## src/rtl/wdt_pkg.sv

```systemverilog
package wdt_pkg;
  // width of one counter stage and number of stages
  localparam int STAGE_W = 8;
  localparam int STAGES  = 4;
  localparam int CNT_W   = STAGE_W * STAGES;
  localparam int SEL_W   = $clog2(STAGES);
  localparam int TOP_IDX = STAGES - 1;

  // strobes from the control block to the stage datapath
  typedef struct packed {
    logic              clearAll;   // return every stage to zero
    logic [STAGES-1:0] forceOnes;  // preload stage with all ones
    logic [STAGES-1:0] freeze;     // stage may not step
    logic [STAGES-1:0] freeRun;    // stage ignores the carry from below
  } stageCtl_t;
endpackage

```

## src/rtl/wdt_stage.sv

```systemverilog
module wdt_stage #(
  parameter int W = 8
) (
  input  logic         clk,
  input  logic         rstN,
  input  logic         clear,
  input  logic         forceOnes,
  input  logic         freeze,
  input  logic         carryIn,
  output logic [W-1:0] value,
  output logic         carryOut
);
  logic [W-1:0] valueQ;

  always_ff @(posedge clk or negedge rstN) begin
    if (!rstN)              valueQ <= '0;
    else if (clear)         valueQ <= '0;
    else if (forceOnes)     valueQ <= '1;
    else if (!freeze && carryIn) valueQ <= valueQ + W'(1);
  end

  assign value    = valueQ;
  assign carryOut = carryIn && (valueQ == {W{1'b1}});
endmodule

```

## src/rtl/wdt_datapath.sv

```systemverilog
module wdt_datapath
  import wdt_pkg::*;
(
  input  logic             clk,
  input  logic             rstN,
  input  stageCtl_t        ctl,
  output logic [CNT_W-1:0] countVal
);
  logic [STAGES:0]   carry;
  logic [STAGES-1:0] stageIn;

  assign carry[0] = 1'b1;

  for (genvar i = 0; i < STAGES; i++) begin : g_stage
    assign stageIn[i] = ctl.freeRun[i] ? 1'b1 : carry[i];

    wdt_stage #(.W(STAGE_W)) i_stage (
      .clk      (clk),
      .rstN     (rstN),
      .clear    (ctl.clearAll),
      .forceOnes(ctl.forceOnes[i]),
      .freeze   (ctl.freeze[i]),
      .carryIn  (stageIn[i]),
      .value    (countVal[i*STAGE_W +: STAGE_W]),
      .carryOut (carry[i+1])
    );
  end
endmodule

```

## src/rtl/wdt_ctrl.sv

```systemverilog
module wdt_ctrl
  import wdt_pkg::*;
(
  input  logic             clk,
  input  logic             rstN,
  input  logic             refresh,
  input  logic             testEn,
  input  logic [SEL_W-1:0] byteSel,
  input  logic [CNT_W-1:0] timeoutVal,
  input  logic [CNT_W-1:0] countVal,
  output stageCtl_t        ctl,
  output logic             wdogRst,
  output logic             testModeQ,
  output logic [SEL_W-1:0] selQ,
  output logic             matchHit
);
  logic [STAGES-1:0] byteEq;
  logic              entryEdge;

  for (genvar i = 0; i < STAGES; i++) begin : g_cmp
    assign byteEq[i] = countVal[i*STAGE_W +: STAGE_W] == timeoutVal[i*STAGE_W +: STAGE_W];
  end

  assign matchHit  = testModeQ ? byteEq[selQ] : &byteEq;
  assign entryEdge = testEn && (!testModeQ || (byteSel != selQ));

  always_ff @(posedge clk or negedge rstN) begin
    if (!rstN) begin
      testModeQ <= 1'b0;
      selQ      <= '0;
      wdogRst   <= 1'b0;
    end else begin
      testModeQ <= testEn;
      selQ      <= byteSel;
      wdogRst   <= matchHit && !refresh;
    end
  end

  always_comb begin
    ctl.clearAll  = refresh || matchHit;
    ctl.forceOnes = '0;
    ctl.freeze    = '0;
    ctl.freeRun   = '0;
    if (entryEdge) begin
      ctl.freeze = '1;
      for (int i = 0; i < STAGES; i++) begin
        if ((i != int'(byteSel)) && (i != TOP_IDX)) ctl.forceOnes[i] = 1'b1;
      end
    end else if (testModeQ) begin
      for (int i = 0; i < STAGES; i++) begin
        ctl.freeze[i] = !((i == int'(selQ)) || (i + 1 == int'(selQ)));
      end
      if (selQ != '0) ctl.freeRun[selQ - SEL_W'(1)] = 1'b1;
    end
  end
endmodule

```

## src/rtl/bytewise_wdog.sv

```systemverilog
module bytewise_wdog (
  input  logic        clk,
  input  logic        rstN,
  input  logic        refresh,
  input  logic        testEn,
  input  logic [1:0]  byteSel,
  input  logic [31:0] timeoutVal,
  output logic        wdogRst,
  output logic [31:0] countVal
);
  import wdt_pkg::*;

  stageCtl_t        ctl;
  logic             testModeQ;
  logic [SEL_W-1:0] selQ;
  logic             matchHit;

  wdt_ctrl i_ctrl (
    .clk       (clk),
    .rstN      (rstN),
    .refresh   (refresh),
    .testEn    (testEn),
    .byteSel   (byteSel),
    .timeoutVal(timeoutVal),
    .countVal  (countVal),
    .ctl       (ctl),
    .wdogRst   (wdogRst),
    .testModeQ (testModeQ),
    .selQ      (selQ),
    .matchHit  (matchHit)
  );

  wdt_datapath i_dp (
    .clk     (clk),
    .rstN    (rstN),
    .ctl     (ctl),
    .countVal(countVal)
  );
endmodule

```

## config.mk

```make
export PLATFORM = sky130hd
export DESIGN_NAME = bytewise_wdog
export DESIGN_NICKNAME = d
export VERILOG_FILES = /design/src/rtl/wdt_pkg.sv /design/src/rtl/wdt_stage.sv /design/src/rtl/wdt_datapath.sv /design/src/rtl/wdt_ctrl.sv /design/src/rtl/bytewise_wdog.sv
export SDC_FILE = /design/constraint.sdc
export NUM_CORES = 1
export LEC_CHECK = 0
export ABC_CLOCK_PERIOD_IN_PS = 3100
export BUFFER_PORTS_ARGS = -buffer_cell sky130_fd_sc_hd__buf_2
export CAP_MARGIN = 20
export CORE_MARGIN = 5
export CORE_UTILIZATION = 52
export CTS_CLUSTER_DIAMETER = 200
export DETAILED_ROUTE_END_ITERATION = 10
export PLACE_DENSITY = 0.8
export SETUP_SLACK_MARGIN = 0.05
export SYNTH_ARGS = -nofsm -noshare
export SYNTH_HDL_FRONTEND = slang
export SYNTH_HIERARCHICAL = 1
export SYNTH_SLANG_ARGS = --single-unit
```

## constraint.sdc

```tcl
create_clock -name clk -period 3.1 [get_ports clk]
set_input_delay 0.62 -clock clk [delete_from_list [all_inputs] [get_ports clk]]
set_output_delay 0.62 -clock clk [all_outputs]
set_load 0.005 [all_outputs]
```

==> impl_results.md <==
* Result of the run: completed
* Element type at the critical path end: flop
* RePlAce Congestion at 0.865
* Die ar. at 0.00614 mm²
* Final Max Slew Viols at 0
* Vertical die dimension at 78.4 µm
* Clock period minus final worst setup slack at 2.83 ns
* Number of hold-slack violations in the final timing report at 0
* Data required time at the worst endpoint at 3.32 ns
* Class of the worst hold path: primary input to asynchronous set/reset pin
* Die X at 78.4 µm
* Clock sinks at 36
* Leakage power at 1.32 nW
* Total wire length after detailed routing at 5890 µm
* DP HPWL at 4420 µm
* Cell chosen for the clock root: clkbuf_8
* Floorplan row count at 24
* Drt drc at 0
* Number of violations of the max-capacitance limit at 0
* Total negative setup slack at 0 ns
* Core footprint at 0.00444 mm²
* Setup slack, reg-to-reg at 0.31 ns
* Top Family by Delay on Critical Path: simple AND/OR/NAND/NOR gates
* Number of iterations in the first detailed-routing pass at 4
* Maximum number of pins on one net before global-route repair at 37
* TritonCTS clock tree: built
* Deepest clock path buffer count at 2
* Maximum vdd drop at 249 µV
* Final cell count without fillers at 393
* Worst slew margin relative to its limit at 46.5%
* Worst-case hold slack at 0.411 ns
* Cell count after synthesis at 257
* Placed cell count at 383
* Crit path DAT at 3.04 ns
* CP Buf/Inv Count at 2
* Most frequent cells in the layout: buf_2 (70), dfrtp_1 (35), xnor2_1 (32)
* CTS Hold Buffers Added at 0
* Overflow left after global routing at 0
* Area growth from synthesis to layout at 22.9%
* Post-synthesis instance area at 0.00243 mm²
* Maximum fanout count along the critical path at 5
* Routed Antenna Nets at 0
* Biggest cell delay along the critical path at 0.32 ns
* Wire length per cell at 15.0 µm
* Startpoint of the worst-slack reg-to-reg timing path: i_ctrl/selQ[0]
* H-tree depth reported by CTS at 2
* Number of antenna violations at the first check in global routing at 0
* Post-route fraction of the period consumed by the critical path at 91.2%
* Reg2Reg Capture Point: i_dp/g_stage[3].i_stage/value[5]
* Mean instance size in the synthesized netlist at 9.45 µm²
* Worst setup path end: i_dp/g_stage[3].i_stage/value[5]
* Warnings, synthesis at 6
* Num ports at 71
* Number of vias after detailed routing at 2,246
* Setup Skew at 0.00660 ns
* PD cells at 394 mW/mm²
* Setup crit start: byteSel[0]
* Actual transition at the worst max-transition pin at 0.802 ns
* RSZ-0062 raised after global routing: true
* PortBufs at 70
* Clk Latency, worst-skew pair at 0.29 ns
* DR vias/cell at 5.72
* Critical path's slowest cell: or3_4
* Number of cells on the worst reg-to-reg path at 14
* Kind of start point of the critical path: primary input
* Clock-pin transition on the worst setup and hold timing paths at 0.07 ns
* Total track usage at 19.2%
* Maximum clock rate at 354 MHz
* Type of the setup path with the least slack: primary input to flop
* 1st-iter DRT viols at 125
* Most common cell after layout, fill and taps aside: buf_2
* TritonCTS buffer count at 5
* Count of inserted antenna diode cells at 0
* Number of logic stages on the critical path including buffering at 15
* Nets at 389
* Post-layout total power at 1.18 mW
* Cells traversed along the worst timing path: buf_2, xor2_1, o31ai_2, and3_1, or2_1, nand3_1, nor3_1, or2_1, nand3_1, nor3_1, or2_1, nand4b_1, buf_4, or3_4, a31oi_1
* Via count of the first global-routing pass at 2,159
* Total of endpoints with negative setup slack in the final report at 0
* Critical path's most frequent cell: or2_1
* Wire length of the first global-routing pass at 9600 µm
* Proportion of layout cells with a drive suffix above 1 at 28.4%
* Starting utilization of the core area at 54.7%
[per-stage QoR]
stage | setup WS [ns] | instance area [µm²] | utilization (%)
floorplan | 0.192 | 2440 | -
global placement | 0.126 | 2880 | 64.7
detailed placement | -0.0272 | 2880 | 64.7
CTS | 0.286 | 2970 | 66.7
global route | 0.0376 | 2990 | 67.2
finish | 0.273 | 2990 | 67.2
[layout make-up]
type,count,area [µm²]
clock buffer,8,90.1
multi-input combinational,202,1450
fill,366,1460
timing repair buffer,78,410
tap,52,65.1
inverter,17,63.8
sequential,36,902
[power by group]
part,switching [mW],internal [mW],total [mW]
combinational,0.127,0.129,0.256
clock,0.168,0.181,0.349
sequential,0.0630,0.507,0.570
[repair_timing]
item | 4_1_cts | 5_1_grt
buffers inserted | 0 | 2
resized for setup | 0 | 2
hold endpoints to repair | 0 | 0
endpoints found under the setup margin | 0 | 4
[per-layer routing]
layer | vias up | global-route usage, % | share of wire (%)
li1 | 1105 | - | -
met2 | 75 | 33.3 | 50
met4 | 0 | 4.20 | 0.73
met1 | 1060 | 24.0 | 43
met3 | 6 | 5.38 | 6.5
met5 | - | 0 | 0
[sequential cells by signal, indices dropped and copies added, names as in the netlist]
signal	count
i_ctrl/selQ	2
i_ctrl/testModeQ	1
i_ctrl/wdogRst	1
i_dp/g_stage.i_stage/value	32
[worst min path at each step]
| stage | from | to | cells after the start |
|---|---|---|---|
| floorplan | rstN | i_ctrl/selQ[0] | 0 |
| global placement | i_dp/g_stage[3].i_stage/value[7] | i_dp/g_stage[3].i_stage/value[7] | 2 |
| detailed placement | i_dp/g_stage[3].i_stage/value[7] | i_dp/g_stage[3].i_stage/value[7] | 2 |
| CTS | rstN | i_dp/g_stage[1].i_stage/value[4] | 1 |
| global route | testEn | i_ctrl/testModeQ | 1 |
| finish | rstN | i_dp/g_stage[1].i_stage/value[4] | 1 |
Note: power is estimated with default switching activity, not from simulation.
